## src/rtl/vstep_pkg.sv

```systemverilog
package vstep_pkg;

    typedef enum logic [2:0] {
        PH_IDLE  = 3'd0,
        PH_SET   = 3'd1,
        PH_RISE  = 3'd2,
        PH_FALL  = 3'd3,
        PH_LATCH = 3'd4
    } phase_e;

endpackage

```

## src/rtl/vstep_target.sv

```systemverilog
module vstep_target #(
    parameter int FREQ_W    = 20,
    parameter int CODE_W    = 12,
    parameter int MID_KHZ   = 200000,
    parameter int FAST_KHZ  = 300000,
    parameter int CODE_SLOW = 'hFFF,
    parameter int CODE_MID  = 'hDE5,
    parameter int CODE_FAST = 'h325
) (
    input  logic [FREQ_W-1:0] freq_khz,
    output logic [CODE_W-1:0] target
);
    localparam logic [FREQ_W-1:0] MID_F  = FREQ_W'(MID_KHZ);
    localparam logic [FREQ_W-1:0] FAST_F = FREQ_W'(FAST_KHZ);

    always_comb begin
        if (freq_khz < MID_F) begin
            target = CODE_W'(CODE_SLOW);
        end else if (freq_khz < FAST_F) begin
            target = CODE_W'(CODE_MID);
        end else begin
            target = CODE_W'(CODE_FAST);
        end
    end
endmodule

```

## src/rtl/vstep_next.sv

```systemverilog
module vstep_next #(
    parameter int CODE_W = 12,
    parameter int STEP   = 'h100
) (
    input  logic [CODE_W-1:0] cur,
    input  logic [CODE_W-1:0] tgt,
    input  logic              jump,
    output logic [CODE_W-1:0] nxt
);
    localparam logic [CODE_W:0] STEP_W = (CODE_W+1)'(STEP);

    logic [CODE_W:0] cur_w;
    logic [CODE_W:0] tgt_w;
    logic [CODE_W:0] up_w;
    logic [CODE_W:0] lim_w;

    always_comb begin
        cur_w = {1'b0, cur};
        tgt_w = {1'b0, tgt};
        up_w  = cur_w + STEP_W;
        lim_w = tgt_w + STEP_W;
        if (jump) begin
            nxt = tgt;
        end else if (up_w < tgt_w) begin
            nxt = up_w[CODE_W-1:0];
        end else if (cur_w > lim_w) begin
            nxt = cur - STEP_W[CODE_W-1:0];
        end else begin
            nxt = tgt;
        end
    end
endmodule

```

## src/rtl/vstep_phase_timer.sv

```systemverilog
module vstep_phase_timer #(
    parameter int PHASE_CYC = 100
) (
    input  logic clk,
    input  logic rst_n,
    input  logic run,
    output logic tick
);
    localparam int CNT_W = (PHASE_CYC > 1) ? $clog2(PHASE_CYC) : 1;
    localparam logic [CNT_W-1:0] LAST = CNT_W'(PHASE_CYC - 1);

    logic [CNT_W-1:0] cnt_d, cnt_q;

    always_comb begin
        tick  = run && (cnt_q == LAST);
        cnt_d = cnt_q;
        if (!run || tick) begin
            cnt_d = '0;
        end else begin
            cnt_d = cnt_q + 1'b1;
        end
    end

    always_ff @(posedge clk or negedge rst_n) begin
        if (!rst_n) begin
            cnt_q <= '0;
        end else begin
            cnt_q <= cnt_d;
        end
    end
endmodule

```

## src/rtl/vreg_step_loader.sv

```systemverilog
module vreg_step_loader #(
    parameter int FREQ_W    = 20,
    parameter int CODE_W    = 12,
    parameter int STEP      = 'h100,
    parameter int PHASE_CYC = 100,
    parameter int MID_KHZ   = 200000,
    parameter int FAST_KHZ  = 300000,
    parameter int CODE_SLOW = 'hFFF,
    parameter int CODE_MID  = 'hDE5,
    parameter int CODE_FAST = 'h325
) (
    input  logic              clk,
    input  logic              rst_n,
    input  logic [FREQ_W-1:0] freq_khz_i,
    input  logic              start_i,
    input  logic              force_i,
    output logic              sdata_o,
    output logic              sclk_o,
    output logic              sload_o,
    output logic              busy_o,
    output logic [CODE_W-1:0] code_o
);
    import vstep_pkg::*;

    localparam int BIT_W = $clog2(CODE_W);
    localparam logic [BIT_W-1:0] MSB = BIT_W'(CODE_W - 1);

    typedef struct packed {
        phase_e            ph;
        logic [BIT_W-1:0]  bit_idx;
        logic [CODE_W-1:0] word;
        logic [CODE_W-1:0] tgt;
        logic [CODE_W-1:0] cur;
        logic              sdata;
        logic              sclk;
        logic              sload;
        logic              busy;
    } ctl_t;

    ctl_t s_d, s_q;

    logic              tick;
    logic [CODE_W-1:0] req_tgt;
    logic [CODE_W-1:0] step_cur;
    logic [CODE_W-1:0] step_tgt;
    logic              step_jump;
    logic [CODE_W-1:0] step_word;
    logic [BIT_W-1:0]  idx_m1;

    vstep_phase_timer #(
        .PHASE_CYC (PHASE_CYC)
    ) u_timer (
        .clk   (clk),
        .rst_n (rst_n),
        .run   (s_q.ph != PH_IDLE),
        .tick  (tick)
    );

    vstep_target #(
        .FREQ_W    (FREQ_W),
        .CODE_W    (CODE_W),
        .MID_KHZ   (MID_KHZ),
        .FAST_KHZ  (FAST_KHZ),
        .CODE_SLOW (CODE_SLOW),
        .CODE_MID  (CODE_MID),
        .CODE_FAST (CODE_FAST)
    ) u_target (
        .freq_khz (freq_khz_i),
        .target   (req_tgt)
    );

    // In idle the step starts from the latched code; between loads it starts
    // from the word that is being latched in the current phase.
    assign step_cur  = (s_q.ph == PH_IDLE) ? s_q.cur : s_q.word;
    assign step_tgt  = (s_q.ph == PH_IDLE) ? req_tgt : s_q.tgt;
    assign step_jump = (s_q.ph == PH_IDLE) && force_i;

    vstep_next #(
        .CODE_W (CODE_W),
        .STEP   (STEP)
    ) u_next (
        .cur  (step_cur),
        .tgt  (step_tgt),
        .jump (step_jump),
        .nxt  (step_word)
    );

    assign idx_m1 = s_q.bit_idx - 1'b1;

    always_comb begin
        s_d = s_q;
        unique case (s_q.ph)
            PH_IDLE: begin
                if (start_i) begin
                    s_d.tgt     = req_tgt;
                    s_d.word    = step_word;
                    s_d.bit_idx = MSB;
                    s_d.sdata   = step_word[MSB];
                    s_d.busy    = 1'b1;
                    s_d.ph      = PH_SET;
                end
            end
            PH_SET: begin
                if (tick) begin
                    s_d.sclk = 1'b1;
                    s_d.ph   = PH_RISE;
                end
            end
            PH_RISE: begin
                if (tick) begin
                    s_d.sclk = 1'b0;
                    s_d.ph   = PH_FALL;
                end
            end
            PH_FALL: begin
                if (tick) begin
                    if (s_q.bit_idx == '0) begin
                        s_d.sload = 1'b1;
                        s_d.ph    = PH_LATCH;
                    end else begin
                        s_d.bit_idx = idx_m1;
                        s_d.sdata   = s_q.word[idx_m1];
                        s_d.ph      = PH_SET;
                    end
                end
            end
            PH_LATCH: begin
                if (tick) begin
                    s_d.sload = 1'b0;
                    s_d.cur   = s_q.word;
                    if (s_q.word == s_q.tgt) begin
                        s_d.busy  = 1'b0;
                        s_d.sdata = 1'b0;
                        s_d.ph    = PH_IDLE;
                    end else begin
                        s_d.word    = step_word;
                        s_d.bit_idx = MSB;
                        s_d.sdata   = step_word[MSB];
                        s_d.ph      = PH_SET;
                    end
                end
            end
            default: begin
                s_d = '0;
            end
        endcase
    end

    always_ff @(posedge clk or negedge rst_n) begin
        if (!rst_n) begin
            s_q <= '0;
        end else begin
            s_q <= s_d;
        end
    end

    assign sdata_o = s_q.sdata;
    assign sclk_o  = s_q.sclk;
    assign sload_o = s_q.sload;
    assign busy_o  = s_q.busy;
    assign code_o  = s_q.cur;
endmodule

```

## config.mk

```make
export PLATFORM = sky130hd
export DESIGN_NAME = vreg_step_loader
export DESIGN_NICKNAME = d
export VERILOG_FILES = /design/src/rtl/vstep_pkg.sv /design/src/rtl/vstep_target.sv /design/src/rtl/vstep_next.sv /design/src/rtl/vstep_phase_timer.sv /design/src/rtl/vreg_step_loader.sv
export SDC_FILE = /design/constraint.sdc
export NUM_CORES = 1
export LEC_CHECK = 0
export ABC_CLOCK_PERIOD_IN_PS = 5200
export BUFFER_PORTS_ARGS = -buffer_cell sky130_fd_sc_hd__buf_2
export CORE_MARGIN = 4
export CORE_UTILIZATION = 30
export DETAILED_ROUTE_END_ITERATION = 16
export PLACE_DENSITY = 0.5
export REMOVE_ABC_BUFFERS = 1
export SYNTH_ARGS = -nofsm -noshare
export SYNTH_HDL_FRONTEND = slang
export SYNTH_SLANG_ARGS = --single-unit
```

## constraint.sdc

```tcl
create_clock -name clk -period 5.2 [get_ports clk]
set_input_delay 1.04 -clock clk [delete_from_list [all_inputs] [get_ports clk]]
set_output_delay 1.04 -clock clk [all_outputs]
set_load 0.005 [all_outputs]
```

==> flow_summary.yaml <==
route:
  routedWlPerCell_um: 15.5
  wl_met3_um: 219
  via_count: 2786
  drc: 0
  via_per_inst: 5.13
  drt-total-wl_mm: 8.39
  highest_layer: "met4"
  route.met2.wl_mm: 3.86
  firstDrtPassIters: 4
  detail_route.iter0.violations: 109
  antenna_left: 0
  met1_length_mm: 4.19
worst_setup_path:
  arrival_ns: 4.71
  worstSetupStartpoint: "freq_khz_i[7]"
  reg2regPathDepth: 14
  worstReg2RegEnd: "s_q[33]"
  worstPathMaxFanout: 7
  r2r_start: "s_q[46]"
  critical_path_class: "input port to flop"
  crit_end: "s_q[32]"
  r2r_setup_slack_ns: 1.13
  cp-end-kind: "flop"
  cp.required_ns: 5.39
  start_kind: "input port"
logic_synthesis:
  synth.distinct_cells: 54
  synthesis.area_um2: 3340
  yosysWarnings: 0
  synth_edf_count: 0
  ys_seq_area_share_pct: 34.5
  synth.avg_cell_area_um2: 8.79
  synth_ff_type: "dfrtp_1"
  ys_ff_latch: 46
  synthArstFlopShare_pct: 100
  synth_top_area_share_pct: 34.5
  yosys-top-cells-area: "dfrtp_1, ha_1, nand2_1"
  synthCells: 380
  synth_top_cell_by_area: "dfrtp_1"
placement:
  pre_cts_ws_ns: 0.366
  place.gp.congestion: 0.821
  io_buffer_count: 34
  hpwl_mm: 6.16
clocking:
  ctsResizeCount: 0
  cts-buffers-inserted: 5
  path_clk_slew_ns: 0.09
  cts_root_buf: "clkbuf_8"
  cts_hold_buffers: 0
  insertion_delay_ns: 0.30
  clock_sinks: 46
  post_cts_buffers: 0
  cts_max_level: 2
  cts_tree: "done"
  clockBufferDepth: 2
grt:
  grt_max_degree: 47
  antenna_found_initial: 0
  grt_pass1_wl_mm: 14.4
  grt_usage_pct: 13.5
  overflow: 0
  grt_pass1_vias: 2842
sta:
  maxSlewHeadroom_pct: 51.6
  rsz0062_at_grt: "no"
  fmax_mhz: 221
  whs_ns: 0.451
  min_period_over_period_pct: 87.0
  setup_violations: 0
  hold_viol: 0
  period_needed_ns: 4.52
  fin_ws_ns: 0.677
  setup_tns_ns: 0
  slew_viol_final: 0
  finClkSkew_ns: 0.00599
  worstMarginPinSlew_ns: 0.719
power:
  power_density_nw_per_um2: 183
  leakage_nw: 1.65
  ir_drop_mv: 0.0985
die:
  boundaryPins: 40
  die_w_um: 114
  num_rows: 38
  fp.dieH_um: 114
  die_area_um2: 12900
  core_area_um2: 10900
  start_util_pct: 30.7
layout:
  fillCellCount: 1142
  drive_above_1_share_pct: 18.1
  antenna_cells: 0
  syn_to_final_growth_pct: 10.7
  layout.nets: 447
min_path:
  hold_path_class: "flop to flop"
run:
  drv_cap: 0
status:
  status: "finished, final reports clean"
## stage by stage
stage          total power [mW]  area (um^2)  util, %  instances
3_3_place_gp              0.413         3590     32.9        535
5_1_grt                   0.710         3700     34.0        543
3_5_place_dp              0.414         3590     32.9        535
4_1_cts                   0.692         3700     34.0        543
2_1_floorplan             0.387         3170        -        351
6_report                  0.678         3700     34.0        543
## routing by layer
metal | up-vias | track usage, %
met1 | 1330 | 19.3
met4 | 0 | 4.01
met3 | 8 | 2.28
met5 | - | 0
met2 | 36 | 21.1
li1 | 1412 | -
## cells in the final DEF, fill, tap and decap left out, types with 4 or more instances in the layout
cell      count
mux2_2        8
clkbuf_8      5
xnor2_1       5
a31oi_1       4
a21oi_1      18
nand3_1      16
buf_4        10
o211ai_1      5
a221o_1       5
nor3_1       10
xor2_1        7
or2_2         5
buf_2        34
nand4_1       4
o21ai_0      35
o21a_1        5
nor2_1       28
a22o_1        5
mux2i_1      13
ha_1         21
dfrtp_1      46
nand2_1      49
inv_1        13
nand2b_1      5
## area by class of cell
class	instances	area, um^2	area share, %
multi-input cells	292	1970	53.2
flip-flops and latches	46	1150	31.1
repair buffers	44	245	6.63
well taps	140	175	4.74
clock buffers	6	72.6	1.96
inverters	13	48.8	1.32
clock inverters	2	37.5	1.02
## worst min-delay path by stage
stage,from,to,slack (ns),depth (start not counted)
after detailed placement,u_timer.cnt_q[0],u_timer.cnt_q[0],0.45,1
after global placement,u_timer.cnt_q[0],u_timer.cnt_q[0],0.44,1
after CTS,u_timer.cnt_q[0],u_timer.cnt_q[0],0.46,1
after global routing,u_timer.cnt_q[0],u_timer.cnt_q[0],0.49,1
final,u_timer.cnt_q[0],u_timer.cnt_q[0],0.45,1
after floorplan,u_timer.cnt_q[0],u_timer.cnt_q[0],0.43,1
## state kept, by name, indices dropped and copies added, names as in the netlist
| signal | flops |
|---|---|
| sload_o | 1 |
| code_o | 12 |
| u_timer.cnt_q | 7 |
| sclk_o | 1 |
| sdata_o | 1 |
| busy_o | 1 |
| s_q | 23 |
## power by group
part	switching (mW)	internal, mW
clock network	0.129	0.144
registers	0.00219	0.359
logic	0.0261	0.0185
total	0.157	0.521
## worst max-delay path: stages
cell	delay [ns]
buf_2	0.10
and3_1	0.17
a311o_1	0.36
a31oi_2	0.18
nor2b_2	0.18
a21oi_1	0.15
ha_1	0.26
ha_1	0.27
inv_1	0.04
ha_1	0.31
o21a_1	0.14
nor2_1	0.04
nor3_1	0.21
o211ai_1	0.13
a221o_1	0.35
nand3_1	0.19
buf_4	0.20
nand2b_1	0.06
a221o_1	0.31
## cells in the mapped netlist (all sizes together) (4+ instances only)
cell type / number
nand2b: 5
dfrtp: 46
or2: 5
nand4: 4
o21a: 5
o211ai: 5
inv: 13
clkbuf: 9
mux2i: 13
a22o: 5
buf: 20
xnor2: 5
mux2: 8
nand2: 49
a221o: 5
ha: 21
nor3: 12
nor2: 28
a31oi: 5
o21ai: 38
a21oi: 18
nand3: 16
xor2: 7
## cells by family after synthesis
| logic type | after synthesis | share of synthesized area [%] |
|---|---|---|
| buffers and inverters | 42 | 6.63 |
| XOR/XNOR | 12 | 3.15 |
| adder cells (fa/ha/maj) | 21 | 7.87 |
| AND/OR/NAND/NOR | 136 | 19.7 |
| AO/OA/AOI/OAI | 99 | 19.6 |
| multiplexers | 24 | 8.62 |
| flip-flops | 46 | 34.5 |
No activity file was read; power rests on OpenSTA's default activity.
